$ cat src/rtl/sdram_init_pkg.sv
package sdram_init_pkg;

    // Command encodings on {cs_n, ras_n, cas_n, we_n}
    typedef enum logic [3:0] {
        CMD_MRS = 4'b0000,
        CMD_REF = 4'b0001,
        CMD_PRE = 4'b0010,
        CMD_NOP = 4'b0111
    } sd_cmd_e;

    typedef enum logic [2:0] {
        PH_WAIT,
        PH_PRE_GAP,
        PH_REF_GAP,
        PH_MRS_GAP,
        PH_READY,
        PH_FAULT
    } phase_e;

endpackage

$ cat src/rtl/sdram_gap_timer.sv
module sdram_gap_timer #(
    parameter int CNT_W = 16
) (
    input  logic             clk,
    input  logic             rst_n,
    input  logic             clr,
    input  logic [CNT_W-1:0] lim,
    output logic             hit
);

    logic [CNT_W-1:0] cnt_d, cnt_q;

    always_comb begin
        cnt_d = clr ? '0 : cnt_q + 1'b1;
    end

    always_ff @(posedge clk or negedge rst_n) begin
        if (!rst_n) cnt_q <= '0;
        else        cnt_q <= cnt_d;
    end

    assign hit = (cnt_q == lim);

endmodule

$ cat src/rtl/sdram_mode_enc.sv
module sdram_mode_enc #(
    parameter int ADDR_W = 12
) (
    input  logic [2:0]        bl,
    input  logic              bt,
    input  logic [2:0]        cl,
    output logic [ADDR_W-1:0] word,
    output logic              legal
);

    logic bl_ok, cl_ok;

    always_comb begin
        word      = '0;
        word[2:0] = bl;
        word[3]   = bt;
        word[6:4] = cl;

        unique case (bl)
            3'b000, 3'b001, 3'b010, 3'b011: bl_ok = 1'b1;
            3'b111:                         bl_ok = ~bt;  // full page: sequential only
            default:                        bl_ok = 1'b0;
        endcase

        cl_ok = (cl == 3'b010) || (cl == 3'b011);
        legal = bl_ok && cl_ok;
    end

endmodule

$ cat src/rtl/sdram_pwrup_seq.sv
module sdram_pwrup_seq #(
    parameter int CLK_MHZ = 250,
    parameter int INIT_US = 200,
    parameter int T_RP    = 5,
    parameter int T_RC    = 16,
    parameter int T_RSC   = 2,
    parameter int N_REF   = 8,
    parameter int ADDR_W  = 12,
    parameter int BA_W    = 2,
    parameter int DQM_W   = 2
) (
    input  logic              clk,
    input  logic              rst_n,
    input  logic [2:0]        cfg_bl,
    input  logic              cfg_bt,
    input  logic [2:0]        cfg_cl,
    output logic              sd_cke,
    output logic [DQM_W-1:0]  sd_dqm,
    output logic              sd_cs_n,
    output logic              sd_ras_n,
    output logic              sd_cas_n,
    output logic              sd_we_n,
    output logic [ADDR_W-1:0] sd_addr,
    output logic [BA_W-1:0]   sd_ba,
    output logic              init_done,
    output logic              cfg_err
);
    import sdram_init_pkg::*;

    localparam int INIT_CYC = CLK_MHZ * INIT_US;
    localparam int GAP_A    = (T_RP > T_RC) ? T_RP : T_RC;
    localparam int GAP_B    = (GAP_A > T_RSC) ? GAP_A : T_RSC;
    localparam int MAX_GAP  = (INIT_CYC > GAP_B) ? INIT_CYC : GAP_B;
    localparam int CNT_W    = $clog2(MAX_GAP + 1);
    localparam int REF_W    = $clog2(N_REF + 1);

    generate
        if (N_REF < 8 || ADDR_W < 11 || T_RP < 1 || T_RC < 1 || T_RSC < 1 || INIT_CYC < 1) begin : g_param_bad
            $error("sdram_pwrup_seq: illegal parameter set");
        end
    endgenerate

    typedef struct packed {
        phase_e             phase;
        sd_cmd_e            cmd;
        logic [ADDR_W-1:0]  addr;
        logic [BA_W-1:0]    ba;
        logic [REF_W-1:0]   refs;
        logic               done;
        logic               err;
        logic               cke;
        logic [DQM_W-1:0]   dqm;
    } seq_state_t;

    seq_state_t st_d, st_q;

    logic             tmr_clr;
    logic [CNT_W-1:0] tmr_lim;
    logic             tmr_hit;
    logic [ADDR_W-1:0] mode_word;
    logic             mode_legal;

    sdram_gap_timer #(.CNT_W(CNT_W)) u_timer (
        .clk   (clk),
        .rst_n (rst_n),
        .clr   (tmr_clr),
        .lim   (tmr_lim),
        .hit   (tmr_hit)
    );

    sdram_mode_enc #(.ADDR_W(ADDR_W)) u_mode (
        .bl    (cfg_bl),
        .bt    (cfg_bt),
        .cl    (cfg_cl),
        .word  (mode_word),
        .legal (mode_legal)
    );

    // Interval that ends the current phase
    always_comb begin
        unique case (st_q.phase)
            PH_WAIT:    tmr_lim = CNT_W'(INIT_CYC - 1);
            PH_PRE_GAP: tmr_lim = CNT_W'(T_RP - 1);
            PH_REF_GAP: tmr_lim = CNT_W'(T_RC - 1);
            PH_MRS_GAP: tmr_lim = CNT_W'(T_RSC - 1);
            default:    tmr_lim = '0;
        endcase
    end

    always_comb begin
        st_d      = st_q;
        st_d.cmd  = CMD_NOP;
        st_d.addr = '0;
        st_d.ba   = '0;
        st_d.cke  = 1'b1;
        st_d.dqm  = '1;
        tmr_clr   = 1'b0;

        unique case (st_q.phase)
            PH_WAIT: begin
                if (tmr_hit) begin
                    st_d.cmd      = CMD_PRE;
                    st_d.addr[10] = 1'b1;
                    st_d.phase    = PH_PRE_GAP;
                    tmr_clr       = 1'b1;
                end
            end
            PH_PRE_GAP: begin
                if (tmr_hit) begin
                    st_d.cmd   = CMD_REF;
                    st_d.refs  = REF_W'(1);
                    st_d.phase = PH_REF_GAP;
                    tmr_clr    = 1'b1;
                end
            end
            PH_REF_GAP: begin
                if (tmr_hit) begin
                    tmr_clr = 1'b1;
                    if (st_q.refs < REF_W'(N_REF)) begin
                        st_d.cmd  = CMD_REF;
                        st_d.refs = st_q.refs + 1'b1;
                    end else if (mode_legal) begin
                        st_d.cmd   = CMD_MRS;
                        st_d.addr  = mode_word;
                        st_d.phase = PH_MRS_GAP;
                    end else begin
                        st_d.err   = 1'b1;
                        st_d.phase = PH_FAULT;
                    end
                end
            end
            PH_MRS_GAP: begin
                if (tmr_hit) begin
                    st_d.done  = 1'b1;
                    st_d.phase = PH_READY;
                    tmr_clr    = 1'b1;
                end
            end
            default: begin
                tmr_clr = 1'b1;
            end
        endcase
    end

    always_ff @(posedge clk or negedge rst_n) begin
        if (!rst_n) begin
            st_q.phase <= PH_WAIT;
            st_q.cmd   <= CMD_NOP;
            st_q.addr  <= '0;
            st_q.ba    <= '0;
            st_q.refs  <= '0;
            st_q.done  <= 1'b0;
            st_q.err   <= 1'b0;
            st_q.cke   <= 1'b1;
            st_q.dqm   <= '1;
        end else begin
            st_q <= st_d;
        end
    end

    assign {sd_cs_n, sd_ras_n, sd_cas_n, sd_we_n} = st_q.cmd;
    assign sd_addr   = st_q.addr;
    assign sd_ba     = st_q.ba;
    assign sd_cke    = st_q.cke;
    assign sd_dqm    = st_q.dqm;
    assign init_done = st_q.done;
    assign cfg_err   = st_q.err;

endmodule

$ cat config.mk
export PLATFORM = sky130hd
export DESIGN_NAME = sdram_pwrup_seq
export DESIGN_NICKNAME = d
export VERILOG_FILES = /design/src/rtl/sdram_init_pkg.sv /design/src/rtl/sdram_gap_timer.sv /design/src/rtl/sdram_mode_enc.sv /design/src/rtl/sdram_pwrup_seq.sv
export SDC_FILE = /design/constraint.sdc
export NUM_CORES = 1
export LEC_CHECK = 0
export BUFFER_PORTS_ARGS = -buffer_cell sky130_fd_sc_hd__buf_4
export CORE_MARGIN = 2
export CORE_UTILIZATION = 60
export DETAILED_ROUTE_END_ITERATION = 16
export GPL_TIMING_DRIVEN = 0
export PLACE_DENSITY_LB_ADDON = 0.05
export SLEW_MARGIN = 20
export SYNTH_ARGS = -nofsm -noshare
export SYNTH_HDL_FRONTEND = slang
export SYNTH_SLANG_ARGS = --single-unit
$ cat constraint.sdc
create_clock -name clk -period 7.25 [get_ports clk]
set_clock_uncertainty 0.2 [all_clocks]
set_input_delay 1.45 -clock clk [delete_from_list [all_inputs] [get_ports clk]]
set_output_delay 1.45 -clock clk [all_outputs]
set_load 0.005 [all_outputs]
==> flow_summary.yaml, run 1 <==
cells_and_area:
  fraction_of_final_layout_cells_sized_beyond_drive_strength_1_pct: 25.54
  most-common-layout-cells: "buf_4, dfrtp_1, nor2_1"
  nFillCells: 229
  diodes: 0
  num-nets-final: 241
  layout.cells.most_common: "buf_4"
  fin_util_pct: 73.16
  area.growth.synth_to_final_pct: 15.83
floorplan:
  floorplan.io_pins: 32
  floorplan.die.width_um: 60.69
  placeableCoreArea_mm2: 0.003053
  die_height_um: 60.69
  die_area_mm2: 0.003683
  initial_utilization_pct: 63.16
  fp-row-count: 20
drt:
  via_total_after_detailed_routing: 1471
  drt-wirelength-per-cell_um: 12.42
  drt_wl_total_mm: 3.416
  firstDrtPassIters: 4
  drt-initial-drc-count: 63
  postRouteAntennaNets: 0
  detail_route.drc_violations: 0
  vias_per_cell: 5.349
yosys:
  synthSimpleGateAreaFrac_pct: 23.30
  post_synth.cell_area_avg_um2: 9.990
  synth_area_mm2: 0.001928
  synth_seq_area_share_pct: 46.92
  synthesis.instances: 193
  synth_edf_count: 0
  synth_fa_ha_area_share_pct: 1.298
  synth.mux.area_fraction_pct: 1.038
  synthXorXnorAreaFrac_pct: 6.814
  yosysWarningCount: 0
  synth_top_family_by_area: "simple AND/OR/NAND/NOR gates"
  ys_ff_latch: 36
  synth_compound_area_share_pct: 10.12
  post_synth_num_cell_types: 47
  yosys_most_used_dff: "dfrtp_1"
  async_reset_ff_share_pct: 100.0
setup_path:
  max_stage_delay_ps: 540
  data_arrival_at_the_endpoint_of_the_critical_path_ps: 2720
  end_kind: "flop"
  timing.critical_path.fanout_max: 10
  timing.critical_path.cells: "or4_1 > nor4_1 > o311ai_1 > o21ai_2 > buf_4 > nor2_1"
  timing.critical_path.slowest_stage_cell: "or4_1"
  cp.required_ps: 7260
  startpoint_type_of_the_worst_setup_path: "flop"
  critical_path_class: "flop to flop"
timing:
  hold_viol: 0
  setup_viol: 0
  fin_crit_sh_pct: 37.33
  worst_slew_margin_relative_to_its_limit_pct: 58.58
  layout_min_cycle_time_ps: 2706
  max_slew.worst_pin.slew_ps: 615.6
  fmax_mhz: 369.5
  setup_repair_after_global_routing_missed_its_margin: "no"
  final.setup.tns_ps: 0
  number_of_pins_exceeding_their_max_slew_limit_in_the_final_report: 0
min_path:
  worstHoldPathType: "flop to flop"
grt:
  grt_remaining_overflow: 0
  grt_pass1_vias: 1350
  grt_first_pass_wirelength_mm: 5.899
  grt_start_max_net_pins: 37
  gr-usage-all-layers_pct: 21.71
  number_of_antenna_violations_at_the_first_check_in_global_routing: 0
clock_network:
  postCtsSetupRepairBufs: 0
  worst_setup_hold_path_clk_slew_ps: 100
  quantity_of_gates_resized_following_cts: 0
  cts-root-to-sink-buffers: 2
  cts-buffers-inserted: 5
  clock_tree_root_driver_cell: "clkbuf_4"
  cts.htree.levels: 2
  cts_hold_repair.buffers: 0
  clock_sinks: 36
  clock_insertion_delay_worst_skew_ps: 340
  tritoncts: "yes"
pwr:
  switchingPower_w: 0.00007036
  seqPwrFrac_pct: 61.6
  power.density_mw_per_mm2: 146.1
  cellInternalPower_w: 0.0002560
  peakVddDrop_v: 0.0001192
  pwr-share-clk_pct: 34.1
  total_leakage_power_nw: 1.022
  power_switching_share_pct: 21.56
  p_comb_share_pct: 4.3
flow_run:
  max_cap_violations: 0
place:
  place_congestion: 0.8150
  buffer_ports.inserted: 21
  place_hpwl_mm: 2.507
run_status:
  status: "finished clean"
## synthesized netlist by cell type, types with 3 or more instances
master / count / area (um^2)
inv_1: 6 / 22.52
nand3b_1: 3 / 22.52
dfrtp_1: 33 / 825.8
nand4_1: 6 / 37.54
dfstp_2: 3 / 78.83
nor3_1: 5 / 25.02
xor2_1: 7 / 61.31
nand3_1: 5 / 25.02
xnor2_1: 8 / 70.07
nand2_1: 13 / 48.80
buf_4: 19 / 142.6
and2_1: 6 / 37.54
nor4_1: 4 / 25.02
o31ai_1: 6 / 45.04
clkbuf_1: 4 / 15.01
nor2_1: 24 / 90.09
and3_1: 3 / 18.77
## critical path: cells and delay by family (launching register included)
kind                   cells  cell delay [ps]
AOI/OAI and AO/OA          2              650
and+or+nand+nor            3             1080
buffers and inverters      1              230
DFF                        1              420
## metal layers
metal,global-route usage [%],up-vias,part of all wire [%]
li1,-,717,-
met1,27.98,701,44
met2,35.48,49,49
met3,6.397,4,5.9
met4,6.832,0,1.3
met5,0,-,0
## logic make-up (layout without fill, tap and decap cells)
kind of cell / after synthesis / count (layout)
and+or+nand+nor: 81 / 81
DFF: 36 / 36
buffers and inverters: 31 / 60
AOI/OAI and AO/OA: 24 / 24
xor gates and xnor gates: 15 / 15
adders and majority gates: 2 / 2
other: 2 / 11
muxes: 2 / 2
## state kept, by name, summed over array words and instances, names as in the netlist
name	cells
u_timer.cnt_q	16
sd_addr	8
st_q	7
cfg_err	1
init_done	1
sd_cas_n	1
sd_ras_n	1
sd_we_n	1
## final cells by class
class | instances | area, um^2 | share of cell area (%)
sequential | 36 | 904.6 | 40.50
timing repair buffer | 21 | 157.7 | 7.059
multi-input combinational | 135 | 862.1 | 38.60
inverter | 6 | 22.52 | 1.008
clock buffer | 8 | 58.81 | 2.633
tap | 44 | 55.05 | 2.465
buffer | 25 | 172.7 | 7.731
## power by group through the flow
| stage | Combinational (W) | Clock (W) | Sequential (W) |
|---|---|---|---|
| 2_1_floorplan | 0.00000635 | 0 | 0.000205 |
| 3_3_place_gp | 0.0000140 | 0 | 0.000205 |
| 3_5_place_dp | 0.0000142 | 0 | 0.000205 |
| 4_1_cts | 0.0000143 | 0.000116 | 0.000201 |
| 5_1_grt | 0.0000161 | 0.000122 | 0.000201 |
| 6_report | 0.0000141 | 0.000111 | 0.000201 |
## path summary, 6_finish.rpt
kind | from | to | slack, ps | cells past startpoint
min in group asynchronous | rst_n | st_q[8] | 840 | 1
hold reg to reg | cfg_err | cfg_err | 280 | 1
hold / removal | cfg_err | cfg_err | 280 | 1
setup reg to reg | u_timer.cnt_q[11] | u_timer.cnt_q[0] | 4540 | 6
setup / recovery | u_timer.cnt_q[11] | u_timer.cnt_q[0] | 4540 | 6
max in group asynchronous | rst_n | sd_ras_n | 5680 | 1
## per-stage QoR
stage | std cells | cell area (um^2) | hold slack (ps) | total power, W | worst slack [ps]
6_report | 275 | 2233 | 279.4 | 0.0003264 | 4544
5_1_grt | 275 | 2233 | 296.5 | 0.0003389 | 4450
4_1_cts | 275 | 2233 | 283.2 | 0.0003316 | 4595
3_5_place_dp | 267 | 2175 | 259.1 | 0.0002192 | 4355
3_3_place_gp | 267 | 2175 | 255.2 | 0.0002190 | 4401
2_1_floorplan | 202 | 1962 | 260.2 | 0.0002114 | 4631
(Power assumes the default switching activity.)
==> run 2, diff against run 1 <==
--- a/config.mk
+++ b/config.mk
@@ -7,7 +7,7 @@
 export LEC_CHECK = 0
 export BUFFER_PORTS_ARGS = -buffer_cell sky130_fd_sc_hd__buf_4
 export CORE_MARGIN = 2
-export CORE_UTILIZATION = 60
+export CORE_UTILIZATION = 50
 export DETAILED_ROUTE_END_ITERATION = 16
 export GPL_TIMING_DRIVEN = 0
 export PLACE_DENSITY_LB_ADDON = 0.05
==> constraint.sdc (replaced) <==
create_clock -name clk -period 2.25 [get_ports clk]
set_clock_uncertainty 0.2 [all_clocks]
set_input_delay 0.45 -clock clk [delete_from_list [all_inputs] [get_ports clk]]
set_output_delay 0.45 -clock clk [all_outputs]
set_load 0.005 [all_outputs]
==> flow_summary.yaml, run 2 (synthesized netlist as in run 1, its figures left out) <==
run_status:
  violations_in_the_final_reports: "setup timing"
  status: "finished, violations left"
timing:
  setup_viol: 2
  layout_min_cycle_time_ps: 2272
  final.setup.tns_ps: -41.04
  setup_repair_after_global_routing_missed_its_margin: "yes"
  worst_slew_margin_relative_to_its_limit_pct: 65.25
  fmax_mhz: 440.2
  whs_ps: 175.0
  number_of_pins_exceeding_their_max_slew_limit_in_the_final_report: 0
  setup_slack_ps: -21.64
  hold_viol: 0
  fin_crit_sh_pct: 101.0
  max_slew.worst_pin.slew_ps: 513.1
clock_network:
  clock_tree_root_driver_cell: "clkbuf_8"
  worst_setup_hold_path_clk_slew_ps: 70
  tritoncts: "yes"
  cts-buffers-inserted: 5
  cts-root-to-sink-buffers: 2
  cts.htree.levels: 2
  clock_insertion_delay_worst_skew_ps: 280
  clock_sinks: 36
place:
  buffer_ports.inserted: 21
  place_hpwl_mm: 2.609
  place_congestion: 0.8614
drt:
  drt-wirelength-per-cell_um: 13.06
  drt-initial-drc-count: 54
  postRouteAntennaNets: 0
  via_total_after_detailed_routing: 1502
  drt_wl_total_mm: 3.735
  vias_per_cell: 5.252
  firstDrtPassIters: 4
  detail_route.drc_violations: 0
cells_and_area:
  most-common-layout-cells: "buf_4, dfrtp_1, nor2_1"
  layout.area.seq_um2: 905.9
  layout.cells.most_common: "buf_4"
  fraction_of_final_layout_cells_sized_beyond_drive_strength_1_pct: 33.19
  area_used_by_multi_input_combinational_logic_um2: 920.9
  num-nets-final: 248
  top_register: "u_timer.cnt_q"
  nFillCells: 311
  area.growth.synth_to_final_pct: 24.85
  largest_register_ff_count: 16
  diodes: 0
setup_path:
  timing.critical_path.slowest_stage_cell: "or4_4"
  critical_path_class: "flop to flop"
  ff2ff_setup_slack_ps: -20
  r2r_cells: 6
  worstSetupEndpoint: "st_q[5]"
  critical_path.startpoint: "u_timer.cnt_q[9]"
  timing.critical_path.cells: "or4_4 > a2111oi_4 > nor3_2 > buf_6 > or2_4 > o21a_1"
  cp.required_ps: 2220
  worst_r2r_startpoint: "u_timer.cnt_q[9]"
  count_of_cell_instances_traversed_by_the_critical_path: 6
  timing.critical_path.fanout_max: 10
  max_stage_delay_ps: 570
  end_kind: "flop"
  data_arrival_at_the_endpoint_of_the_critical_path_ps: 2240
  worst-path-buf-inv: 1
  startpoint_type_of_the_worst_setup_path: "flop"
  crit-reg2reg-capture: "st_q[5]"
  worst_path_dominant_cell_family: "simple AND/OR/NAND/NOR gates"
floorplan:
  floorplan.die.width_um: 66.10
  initial_utilization_pct: 52.27
  placeableCoreArea_mm2: 0.003689
  floorplan.io_pins: 32
  die_area_mm2: 0.004369
  fp-row-count: 22
  die_height_um: 66.10
pwr:
  power.density_mw_per_mm2: 495.5
  total_leakage_power_nw: 1.110
  peakVddDrop_v: 0.0003772
  pwr_total_w: 0.001193
grt:
  grt_remaining_overflow: 0
  grt_start_max_net_pins: 37
  number_of_antenna_violations_at_the_first_check_in_global_routing: 0
  gr-usage-all-layers_pct: 18.45
  grt_first_pass_wirelength_mm: 6.216
  grt_pass1_vias: 1484
flow_run:
  max_cap_violations: 0
min_path:
  worstHoldPathType: "input port to flop"
-- run 2: cell count changes in the layout (fill, tap and decap cells not counted), sizes merged --
cell	change
dlygate4sd3	+1
clkbuf	-3
buf	+9
-- run 2: report_power, final --
part / switching (W) / total, W / leakage (nW) / internal [W]
logic: 0.0000227 / 0.0000468 / 0.575 / 0.0000241
clock network: 0.000218 / 0.000498 / 0.0515 / 0.000279
registers: 0.000000250 / 0.000648 / 0.484 / 0.000648
total: 0.000241 / 0.00119 / 1.11 / 0.000952
-- run 2: how the worst min path moves through the flow --
stage | start | to | slack, ps | cells after the start
floorplan | rst_n | cfg_err | -50 | 0
global placement | rst_n | st_q[27] | 220 | 1
detailed placement | rst_n | st_q[27] | 230 | 1
CTS | cfg_cl[0] | sd_addr[4] | 170 | 2
global route | cfg_bl[0] | sd_addr[0] | 180 | 2
finish | cfg_cl[0] | sd_addr[4] | 180 | 2
-- run 2: layout make-up --
cell class,instances,share of cell area (%)
Clock buffer,8,4.158
Buffer,24,7.380
Timing Repair Buffer,29,9.148
Sequential cell,36,37.63
Inverter,6,0.9356
Tap cell,48,2.495
Multi-Input combinational cell,135,38.25
-- run 2: timing repair --
action                                  in CTS  in global routing
endpoints found under the setup margin      31                 30
hold buffers                                 1                  0
pin swaps                                    3                  4
setup buffers                                4                  3
resized for setup                            6                 14
hold endpoints to repair                    33                  0
-- run 2: through the flow --
step | cells | worst slack (ps) | area [um^2] | util, %
2_1_floorplan | 202 | 17.79 | 1962 | -
3_3_place_gp | 271 | -250.2 | 2180 | 59.09
3_5_place_dp | 271 | -231.2 | 2180 | 59.09
4_1_cts | 284 | -31.85 | 2349 | 63.67
5_1_grt | 286 | -97.82 | 2407 | 65.26
6_report | 286 | -21.64 | 2407 | 65.26
-- run 2: routing by layer --
metal | part of all wire (%) | track usage (%)
met5 | 0 | 0
met4 | 1.2 | 7.398
met3 | 5.7 | 4.089
met1 | 43 | 21.04
met2 | 50 | 33.13
